**src/rtl/spi_cmd_pkg.sv**
```systemverilog
package spi_cmd_pkg;
  localparam int REG_AW = 4;
  localparam int WORD_W = 32;
  localparam int SEL_W = 2;
  localparam int CNT_W = 4;
  localparam int MAX_TX_BYTES = 8;
  localparam int MAX_RX_BYTES = 4;
  localparam int FRAME_W = MAX_TX_BYTES * 8;
  localparam int BITCNT_W = $clog2((MAX_TX_BYTES + MAX_RX_BYTES) * 8 + 1);
  localparam int RXPOS_W = $clog2(MAX_RX_BYTES * 8);

  localparam logic [REG_AW-1:0] OFF_CTRL = 4'h0;
  localparam logic [REG_AW-1:0] OFF_CMDW = 4'h4;
  localparam logic [REG_AW-1:0] OFF_DATA = 4'h8;

  localparam int B_GO = 8;
  localparam int B_BUSY = 16;
  localparam int B_SIZE = 17;
  localparam int B_SEL = 24;

  typedef struct packed {
    logic [SEL_W-1:0] sel;
    logic [1:0]       size;
    logic [CNT_W-1:0] rx_cnt;
    logic [CNT_W-1:0] tx_cnt;
  } ctrl_t;

  function automatic logic [CNT_W-1:0] clamp_cnt(input logic [CNT_W-1:0] v,
                                                 input int lim);
    return (int'(v) > lim) ? CNT_W'(lim) : v;
  endfunction
endpackage

```
**src/rtl/spi_clk_div.sv**
```systemverilog
module spi_clk_div
  import spi_cmd_pkg::*;
(
  input  logic             clk,
  input  logic             rst_n,
  input  logic             start,
  input  logic [SEL_W-1:0] sel,
  input  logic             run,
  output logic             tick
);
  localparam int CW = (1 << SEL_W) - 1;

  logic [SEL_W-1:0] sel_q;
  logic [CW-1:0]    cnt_q;
  logic [CW:0]      lim;

  // half-period in system clocks is 2**sel
  assign lim  = ({{CW{1'b0}}, 1'b1} << sel_q) - 1'b1;
  assign tick = run && ({1'b0, cnt_q} == lim);

  always_ff @(posedge clk or negedge rst_n) begin
    if (!rst_n) begin
      sel_q <= '0;
      cnt_q <= '0;
    end else begin
      if (start) sel_q <= sel;
      if (!run || tick) cnt_q <= '0;
      else              cnt_q <= cnt_q + 1'b1;
    end
  end
endmodule

```
**src/rtl/spi_frame_shifter.sv**
```systemverilog
module spi_frame_shifter
  import spi_cmd_pkg::*;
(
  input  logic               clk,
  input  logic               rst_n,
  input  logic               start,
  input  logic [CNT_W-1:0]   tx_bytes,
  input  logic [CNT_W-1:0]   rx_bytes,
  input  logic [FRAME_W-1:0] tx_frame,
  input  logic               tick,
  input  logic               miso,
  output logic               busy,
  output logic               cs_n,
  output logic               sclk,
  output logic               mosi,
  output logic               rx_we,
  output logic [RXPOS_W-1:0] rx_pos,
  output logic               rx_bit
);
  logic                busy_q, sclk_q;
  logic [BITCNT_W-1:0] bit_q, last_q, txb_q, tot;
  logic [FRAME_W-1:0]  shreg_q;
  logic [RXPOS_W-1:0]  rel;
  logic                in_tx;

  assign tot   = (BITCNT_W'(tx_bytes) << 3) + (BITCNT_W'(rx_bytes) << 3);
  assign in_tx = bit_q < txb_q;
  assign rel   = bit_q[RXPOS_W-1:0] - txb_q[RXPOS_W-1:0];

  assign busy   = busy_q;
  assign cs_n   = !busy_q;
  assign sclk   = sclk_q;
  assign mosi   = busy_q && in_tx && shreg_q[FRAME_W-1];
  // capture at the edge where SCLK rises; first wire bit lands in the byte MSB
  assign rx_we  = busy_q && tick && !sclk_q && !in_tx;
  assign rx_pos = {rel[RXPOS_W-1:3], ~rel[2:0]};
  assign rx_bit = miso;

  always_ff @(posedge clk or negedge rst_n) begin
    if (!rst_n) begin
      busy_q  <= 1'b0;
      sclk_q  <= 1'b0;
      bit_q   <= '0;
      last_q  <= '0;
      txb_q   <= '0;
      shreg_q <= '0;
    end else if (start && !busy_q) begin
      busy_q  <= 1'b1;
      sclk_q  <= 1'b0;
      bit_q   <= '0;
      last_q  <= tot - 1'b1;
      txb_q   <= BITCNT_W'(tx_bytes) << 3;
      shreg_q <= tx_frame;
    end else if (busy_q && tick) begin
      if (!sclk_q) begin
        sclk_q <= 1'b1;
      end else begin
        sclk_q <= 1'b0;
        if (bit_q == last_q) begin
          busy_q <= 1'b0;
        end else begin
          bit_q   <= bit_q + 1'b1;
          shreg_q <= {shreg_q[FRAME_W-2:0], 1'b0};
        end
      end
    end
  end
endmodule

```
**src/rtl/spi_cmd_regs.sv**
```systemverilog
module spi_cmd_regs
  import spi_cmd_pkg::*;
(
  input  logic               clk,
  input  logic               rst_n,
  input  logic [REG_AW-1:0]  bus_addr,
  input  logic               bus_wr,
  input  logic               bus_rd,
  input  logic [WORD_W-1:0]  bus_wdata,
  output logic [WORD_W-1:0]  bus_rdata,
  input  logic               busy,
  input  logic               rx_we,
  input  logic [RXPOS_W-1:0] rx_pos,
  input  logic               rx_bit,
  output logic               start,
  output logic [CNT_W-1:0]   tx_eff,
  output logic [CNT_W-1:0]   rx_eff,
  output logic [SEL_W-1:0]   sel,
  output logic [FRAME_W-1:0] tx_frame
);
  ctrl_t             ctrl_q, ctrl_d;
  logic [WORD_W-1:0] cmd_q, data_q;
  logic              wr_ok;

  assign wr_ok  = bus_wr && !busy;
  assign ctrl_d = '{sel:    bus_wdata[B_SEL +: SEL_W],
                    size:   bus_wdata[B_SIZE +: 2],
                    rx_cnt: bus_wdata[7:4],
                    tx_cnt: bus_wdata[3:0]};

  assign tx_eff = clamp_cnt(ctrl_d.tx_cnt, MAX_TX_BYTES);
  assign rx_eff = clamp_cnt(ctrl_d.rx_cnt, MAX_RX_BYTES);
  assign sel    = ctrl_d.sel;
  assign start  = wr_ok && (bus_addr == OFF_CTRL) && bus_wdata[B_GO] &&
                  ((ctrl_d.tx_cnt != '0) || (ctrl_d.rx_cnt != '0));

  // opcode first, then address high to low, then data bytes 0..3
  always_comb begin
    tx_frame[FRAME_W-1 -: 8]  = cmd_q[7:0];
    tx_frame[FRAME_W-9 -: 8]  = cmd_q[31:24];
    tx_frame[FRAME_W-17 -: 8] = cmd_q[23:16];
    tx_frame[FRAME_W-25 -: 8] = cmd_q[15:8];
    for (int k = 0; k < 4; k++) tx_frame[31 - 8*k -: 8] = data_q[8*k +: 8];
  end

  always_ff @(posedge clk or negedge rst_n) begin
    if (!rst_n) begin
      ctrl_q <= '0;
      cmd_q  <= '0;
      data_q <= '0;
    end else begin
      if (wr_ok && bus_addr == OFF_CTRL) ctrl_q <= ctrl_d;
      if (wr_ok && bus_addr == OFF_CMDW) cmd_q <= bus_wdata;
      if (rx_we) data_q[rx_pos] <= rx_bit;
      else if (wr_ok && bus_addr == OFF_DATA) data_q <= bus_wdata;
    end
  end

  always_comb begin
    bus_rdata = '0;
    if (bus_rd) begin
      unique case (bus_addr)
        OFF_CTRL: bus_rdata = {6'b0, ctrl_q.sel, 5'b0, ctrl_q.size, busy, 8'b0,
                               ctrl_q.rx_cnt, ctrl_q.tx_cnt};
        OFF_CMDW: bus_rdata = cmd_q;
        OFF_DATA: bus_rdata = data_q;
        default:  bus_rdata = '0;
      endcase
    end
  end
endmodule

```
**src/rtl/spi_cmd_engine.sv**
```systemverilog
module spi_cmd_engine
  import spi_cmd_pkg::*;
(
  input  logic              clk,
  input  logic              rst_n,
  input  logic [REG_AW-1:0] bus_addr,
  input  logic              bus_wr,
  input  logic              bus_rd,
  input  logic [WORD_W-1:0] bus_wdata,
  output logic [WORD_W-1:0] bus_rdata,
  output logic              spi_cs_n,
  output logic              spi_sclk,
  output logic              spi_mosi,
  input  logic              spi_miso
);
  logic               start, busy, tick, rx_we, rx_bit;
  logic [CNT_W-1:0]   tx_eff, rx_eff;
  logic [SEL_W-1:0]   sel;
  logic [FRAME_W-1:0] tx_frame;
  logic [RXPOS_W-1:0] rx_pos;

  spi_cmd_regs u_regs (
    .clk(clk), .rst_n(rst_n), .bus_addr(bus_addr), .bus_wr(bus_wr),
    .bus_rd(bus_rd), .bus_wdata(bus_wdata), .bus_rdata(bus_rdata),
    .busy(busy), .rx_we(rx_we), .rx_pos(rx_pos), .rx_bit(rx_bit),
    .start(start), .tx_eff(tx_eff), .rx_eff(rx_eff), .sel(sel),
    .tx_frame(tx_frame)
  );

  spi_clk_div u_div (
    .clk(clk), .rst_n(rst_n), .start(start), .sel(sel), .run(busy),
    .tick(tick)
  );

  spi_frame_shifter u_shift (
    .clk(clk), .rst_n(rst_n), .start(start), .tx_bytes(tx_eff),
    .rx_bytes(rx_eff), .tx_frame(tx_frame), .tick(tick), .miso(spi_miso),
    .busy(busy), .cs_n(spi_cs_n), .sclk(spi_sclk), .mosi(spi_mosi),
    .rx_we(rx_we), .rx_pos(rx_pos), .rx_bit(rx_bit)
  );
endmodule

```
**config.mk**
```make
export PLATFORM = sky130hd
export DESIGN_NAME = spi_cmd_engine
export DESIGN_NICKNAME = d
export VERILOG_FILES = /design/src/rtl/spi_cmd_pkg.sv /design/src/rtl/spi_clk_div.sv /design/src/rtl/spi_frame_shifter.sv /design/src/rtl/spi_cmd_regs.sv /design/src/rtl/spi_cmd_engine.sv
export SDC_FILE = /design/constraint.sdc
export NUM_CORES = 1
export LEC_CHECK = 0
export ABC_AREA = 1
export BUFFER_PORTS_ARGS = -buffer_cell sky130_fd_sc_hd__buf_2
export CORE_MARGIN = 2
export CORE_UTILIZATION = 60
export CTS_CLUSTER_DIAMETER = 60
export CTS_CLUSTER_SIZE = 12
export DETAILED_ROUTE_END_ITERATION = 6
export HOLD_SLACK_MARGIN = 0.1
export PLACE_DENSITY = 0.8
export SYNTH_ARGS = -nofsm -noshare
export SYNTH_HDL_FRONTEND = slang
export SYNTH_SLANG_ARGS = --single-unit
```
**constraint.sdc**
```tcl
create_clock -name clk -period 2.58 [get_ports clk]
set_input_delay 0.387 -clock clk [delete_from_list [all_inputs] [get_ports clk]]
set_output_delay 0.387 -clock clk [all_outputs]
set_load 0.02 [all_outputs]
```
=== Yosys cells after proc, flatten, opt, wreduce, memory -nomap -nowiden ===
Index checks and enable logic that the tools add are counted.

* Input port bits: 41
* RAM bits: 0
* Output and inout bits: 35
* Word-level logic and storage cells: 85
* Register bits after elaboration: 165
* Memories kept: 0
* Bits in read-only memories: 0
* Bits in latches: 0

* Div/mod/pow operators: 0
* Magnitude comparators: 5
* $add $sub $neg: 6
* Shift-type cells: 1
* Bitwise operators: 1
* Multiplexer cells: 25
* Equality and inequality tests: 5
* Multipliers: 0
* Reductions and logical operators: 28

{| class="wikitable"
|+ Operators by type and width
! operator !! count
|-
| $mux 64 || 4
|-
| $mux 32 || 3
|-
| $pmux 32 s3 || 1
|-
| $bwmux 32 || 1
|-
| $mux 7 || 4
|-
| $logic_and 1x1->1 || 14
|-
| $mux 1 || 8
|-
| $mux 4 || 2
|-
| $reduce_bool 2->1 || 4
|-
| $reduce_bool 4->1 || 2
|-
| $add 7x1->7 const B || 1
|-
| $add 7x7->7 || 1
|-
| $eq 7x7->1 || 1
|-
| $lt 7x7->1 || 1
|-
| $sub 7x1->7 const B || 1
|-
| $lt 5x6->1 const B || 1
|-
| $reduce_and 3->1 || 2
|-
| $demux 1 s5 || 1
|-
| $ge 5x1->1 const B || 1
|-
| $sub 5x5->5 || 1
|-
| $eq 3x4->1 || 1
|-
| $eq 4x3->1 const B || 1
|-
| $eq 4x4->1 const B || 1
|-
| $gt 4x3->1 const B || 1
|-
| 10 further kinds || 13
|}

=== Depth between registers and ports, before layout ===
* Depth in word-level cells: 8
* Depth in mapped cells: 13
* Gate-level depth less buffers: 11

=== Hierarchy ===
A second synthesis with hierarchy kept.

* Cell total of the unflattened synthesis: 1350
* Area, all modules: 9280.2 um^2

{| class="wikitable"
|+ Modules (own cells, without submodules)
! module !! area each (um^2) !! cells each !! times used
|-
| spi_cmd_regs || 4558.1 || 690 || 1
|-
| spi_frame_shifter || 4461.8 || 628 || 1
|-
| spi_clk_div || 260.2 || 32 || 1
|}

=== Least setup slack after synthesis ===
OpenSTA, ideal clock, no wires.

* Path kind: register to output
* From: reg u_shift.bit_q[3]
* To: out spi_mosi
* Required time: 2193 ps
* Arrival time: 1851 ps
* Cell stages (with the launch flop): 10
* Setup slack: 342 ps
* Cell sequence: dfrtp_1 inv_1 ha_1 inv_1 fa_1 nand3_1 nand2_1 clkbuf_1 buf_1 nor2_1

* Longest elaborated chain between the ends: 3

{| class="wikitable"
|+ RTL lines
! what !! line !! source
|-
| start: declaration || spi_frame_shifter.sv:21 || <nowiki>logic [BITCNT_W-1:0] bit_q, last_q, txb_q, tot;</nowiki>
|-
| start signal: assignment || spi_frame_shifter.sv:62 || <nowiki>bit_q <= bit_q + 1'b1;</nowiki>
|-
| $lt 7x7->1 || spi_frame_shifter.sv:27 || <nowiki>assign in_tx = bit_q < txb_q;</nowiki>
|-
| $logic_and 1x1->1 (2 in a row) || spi_frame_shifter.sv:33 || <nowiki>assign mosi = busy_q && in_tx && shreg_q[FRAME_W-1];</nowiki>
|-
| end: declaration || spi_cmd_engine.sv:13 || <nowiki>output logic spi_mosi,</nowiki>
|}

No other way between the ends.

=== Worst setup path in the final report ===
Same ends and word-level chain as after synthesis.

==> flow_summary.json <==
{
  "finalNonFillerCells": 1606,
  "vdd_ir_drop_max_mv": 1.01,
  "p_leak_nw": 5.75,
  "worst_setup_path_startpoint": "u_shift.bit_q[3]",
  "timing.critical_path.to_type": "output pin",
  "final-setup-viol-count": 0,
  "count_of_max_cap_constraint_violations": 0,
  "detail_route.wl_per_cell_um": 16.4,
  "die-height_um": 130,
  "cts-htree-levels": 4,
  "share_of_the_yosys_chip_area_belonging_to_registers_pct": 43.0,
  "grt_first_pass_wirelength_mm": 43.1,
  "num_io_pins": 76,
  "maximum_number_of_pins_on_one_net_before_global_route_repair": 98,
  "remaining_drc_errors": 0,
  "holdWs_ns": 0.224,
  "synthesis.area_mm2": 0.00948,
  "wl_mm": 26.3,
  "cp_data_required_time_ns": 2.19,
  "antenna_cells": 0,
  "antenna_violating_nets_post_route": 0,
  "synthDistinctLibCells": 32,
  "ys_async_sr_fraction_pct": 100,
  "start_kind": "flip-flop",
  "worst-setup-path-type": "reg2out",
  "slew_headroom_pct": 47.0,
  "layout.nets": 1437,
  "tritoncts.num_buffers": 17,
  "cp_data_arrival_time_ns": 2.04,
  "run_status": "finished clean",
  "grt_pass1_vias": 8692,
  "dp_cells": 1573,
  "core_region_area_mm2": 0.0153,
  "fin_crit_share_pct": 93.9,
  "worst_clock_skew_ns": 0.0209,
  "grt_antenna_before_repair": 0,
  "place_hpwl_mm": 17.2,
  "global_route.overflow_total": 0,
  "regToRegSetupSlack_ns": 0.26,
  "reg_to_reg_startpoint": "u_shift.bit_q[3]",
  "synthesis.instances": 1353,
  "synth-edff-count": 0,
  "post_synth.cell_area_avg_um2": 7.01,
  "detailedRoute.firstIterationViolations": 1207,
  "detailroute.via_count": 9346,
  "postCtsSetupRepairBufs": 0,
  "timing.fmax_mhz": 413,
  "clkTransAtPathRegs_ns": 0.06,
  "power_density_mw_per_mm2": 1000,
  "count_of_fill_cells_added_during_filler_insertion": 1278,
  "die_area_mm2": 0.0168,
  "ys.warnings.count": 0,
  "crit_fanout": 9,
  "placed_area_mm2": 0.00997,
  "clkLatencyLatePin_ns": 0.45,
  "r2r_end": "u_regs.data_q[28]",
  "place_ws_ns": 0.290,
  "ctsLongestPathBuffers": 2,
  "finalHoldViolCount": 0,
  "cts_tree": "done",
  "worst-slew-pin-transition_ns": 0.795,
  "cts-root-buf": "sky130_fd_sc_hd__clkbuf_16",
  "portBuffers": 75,
  "chipWidth_um": 130,
  "start_util_pct": 61.9,
  "gp_congestion": 0.885,
  "track_usage_pct": 32.8,
  "finalCriticalPeriod_ns": 2.42,
  "worst_setup_path_endpoint": "spi_mosi",
  "rr_worst_depth": 10,
  "area_growth_pct": 11.9,
  "floorplan.rows": 45,
  "synth.ff_latch_count": 163,
  "postSynthNetCount": 1408,
  "viasPerCell": 5.82,
  "cts.sink_count": 163,
  "postLayoutCellArea_mm2": 0.0106,
  "synth_flop_cell": "sky130_fd_sc_hd__dfrtp_1",
  "finalWorstSetupSlack_ns": 0.156,
  "detailedRoute.firstPassIterationCount": 6,
  "layout_cells_sized_above_1_pct": 10.8,
  "holdCritPathClass": "in2reg",
  "report.final.slew_viol_count": 0
}
[layout make-up]
cell class / count / area (µm²) / share of cell area, %
multi-input combinational: 992 / 4580 / 43.2
tap: 211 / 264 / 2.49
inverter: 105 / 394 / 3.72
clock inverter: 12 / 156 / 1.48
clock buffer: 20 / 457 / 4.31
timing repair buffer: 103 / 669 / 6.31
sequential: 163 / 4080 / 38.5
[layer usage]
metal	vias up	wire, µm	global-route usage [%]
li1	4427	-	-
met1	4364	11200	44.2
met2	475	12300	51.5
met3	80	1850	6.32
met4	0	960	15.2
met5	-	0	0
[critical path, stage by stage, from the launching register on]
cell and delay [ns]:
sky130_fd_sc_hd__dfrtp_1 0.44, sky130_fd_sc_hd__inv_2 0.10, sky130_fd_sc_hd__ha_1 0.14, sky130_fd_sc_hd__inv_1 0.04
sky130_fd_sc_hd__fa_1 0.35, sky130_fd_sc_hd__nand3_1 0.13, sky130_fd_sc_hd__nand2_4 0.12, sky130_fd_sc_hd__nor2_1 0.12
sky130_fd_sc_hd__buf_2 0.17
[cell usage after synthesis (3+ instances only)]
| cell | number | area (µm²) |
|---|---|---|
| sky130_fd_sc_hd__nand2_1 | 531 | 1990 |
| sky130_fd_sc_hd__nor3_1 | 36 | 180 |
| sky130_fd_sc_hd__buf_1 | 3 | 11.3 |
| sky130_fd_sc_hd__nand4_1 | 67 | 419 |
| sky130_fd_sc_hd__buf_6 | 3 | 33.8 |
| sky130_fd_sc_hd__inv_2 | 4 | 15.0 |
| sky130_fd_sc_hd__dfrtp_1 | 163 | 4080 |
| sky130_fd_sc_hd__o221ai_1 | 12 | 105 |
| sky130_fd_sc_hd__xnor2_1 | 4 | 35.0 |
| sky130_fd_sc_hd__ha_1 | 12 | 150 |
| sky130_fd_sc_hd__clkbuf_1 | 52 | 195 |
| sky130_fd_sc_hd__o21ai_0 | 73 | 365 |
| sky130_fd_sc_hd__xor2_1 | 8 | 70.1 |
| sky130_fd_sc_hd__a21oi_1 | 39 | 195 |
| sky130_fd_sc_hd__buf_2 | 27 | 135 |
| sky130_fd_sc_hd__nand3_1 | 116 | 581 |
| sky130_fd_sc_hd__nor2_1 | 70 | 263 |
| sky130_fd_sc_hd__inv_1 | 99 | 372 |
| sky130_fd_sc_hd__o21ai_1 | 11 | 55.1 |
| sky130_fd_sc_hd__buf_4 | 8 | 60.1 |
[cells by family after synthesis]
family / count (synthesis) / share of synthesized area [%]
compound gates: 137 / 7.76
flops: 163 / 43.0
buf+inv: 198 / 8.75
xor+xnor: 12 / 1.11
simple gates: 829 / 37.3
fa+ha+maj: 14 / 2.01
[layout by cell type (no fill, tap or decap), types with 3 or more instances in the layout]
cell | netlist | layout
sky130_fd_sc_hd__nand2_1 | 531 | 528
sky130_fd_sc_hd__dfrtp_1 | 163 | 163
sky130_fd_sc_hd__nand3_1 | 116 | 116
sky130_fd_sc_hd__inv_1 | 99 | 97
sky130_fd_sc_hd__buf_2 | 27 | 74
sky130_fd_sc_hd__o21ai_0 | 73 | 73
sky130_fd_sc_hd__nor2_1 | 70 | 70
sky130_fd_sc_hd__nand4_1 | 67 | 67
sky130_fd_sc_hd__a21oi_1 | 39 | 39
sky130_fd_sc_hd__nor3_1 | 36 | 36
sky130_fd_sc_hd__buf_4 | 8 | 21
sky130_fd_sc_hd__clkbuf_16 | 0 | 17
sky130_fd_sc_hd__o221ai_1 | 12 | 12
sky130_fd_sc_hd__ha_1 | 12 | 12
sky130_fd_sc_hd__o21ai_1 | 11 | 11
sky130_fd_sc_hd__xor2_1 | 8 | 8
sky130_fd_sc_hd__inv_2 | 4 | 6
sky130_fd_sc_hd__buf_12 | 0 | 6
sky130_fd_sc_hd__clkinv_4 | 0 | 5
sky130_fd_sc_hd__xnor2_1 | 4 | 4
sky130_fd_sc_hd__nand2_2 | 1 | 3
sky130_fd_sc_hd__clkinv_2 | 0 | 3
sky130_fd_sc_hd__bufinv_16 | 0 | 3
[per-stage QoR]
step                      utilization, %  power (mW)  setup TNS [ns]
final                               69.2        10.6               0
after global routing                69.2        11.3        -0.00667
after CTS                           69.2        10.5               0
after detailed placement            65.1        7.85               0
after global placement              65.1        7.72               0
after floorplan                        -        6.79               0
[timing repair]
action / 4_1_cts / 5_1_grt
gates resized for setup: 0 / 2
hold buffers: 1 / 0
setup endpoints to repair: 0 / 1
hold endpoints to repair: 41 / 0
[how the worst min path moves through the flow]
| stage | slack, ns | depth (start not counted) | from | endpoint |
|---|---|---|---|---|
| detailed placement | 0.34 | 1 | rst_n | u_shift.shreg_q[51] |
| CTS | 0.22 | 3 | bus_wdata[10] | u_regs.cmd_q[10] |
| floorplan | 0.09 | 0 | rst_n | u_div.cnt_q[0] |
| finish | 0.22 | 3 | bus_wdata[10] | u_regs.cmd_q[10] |
| global placement | 0.34 | 1 | rst_n | u_shift.shreg_q[51] |
| global route | 0.23 | 3 | bus_wdata[30] | u_regs.cmd_q[30] |
[report_power, final]
group          switching [mW]  internal, mW  total, mW
Combinational            2.94          1.15       4.10
Clock                    1.09          1.58       2.67
Sequential              0.548          3.30       3.85
[flip-flops by register name (all words and copies together) (netlist names), 3 cells and up]
register	count
u_shift.shreg_q	64
u_shift.bit_q	7
u_regs.ctrl_q	12
u_shift.txb_q	4
u_regs.cmd_q	32
u_regs.data_q	32
u_shift.last_q	5
u_div.cnt_q	3
Note: power is estimated with default switching activity, not from simulation.
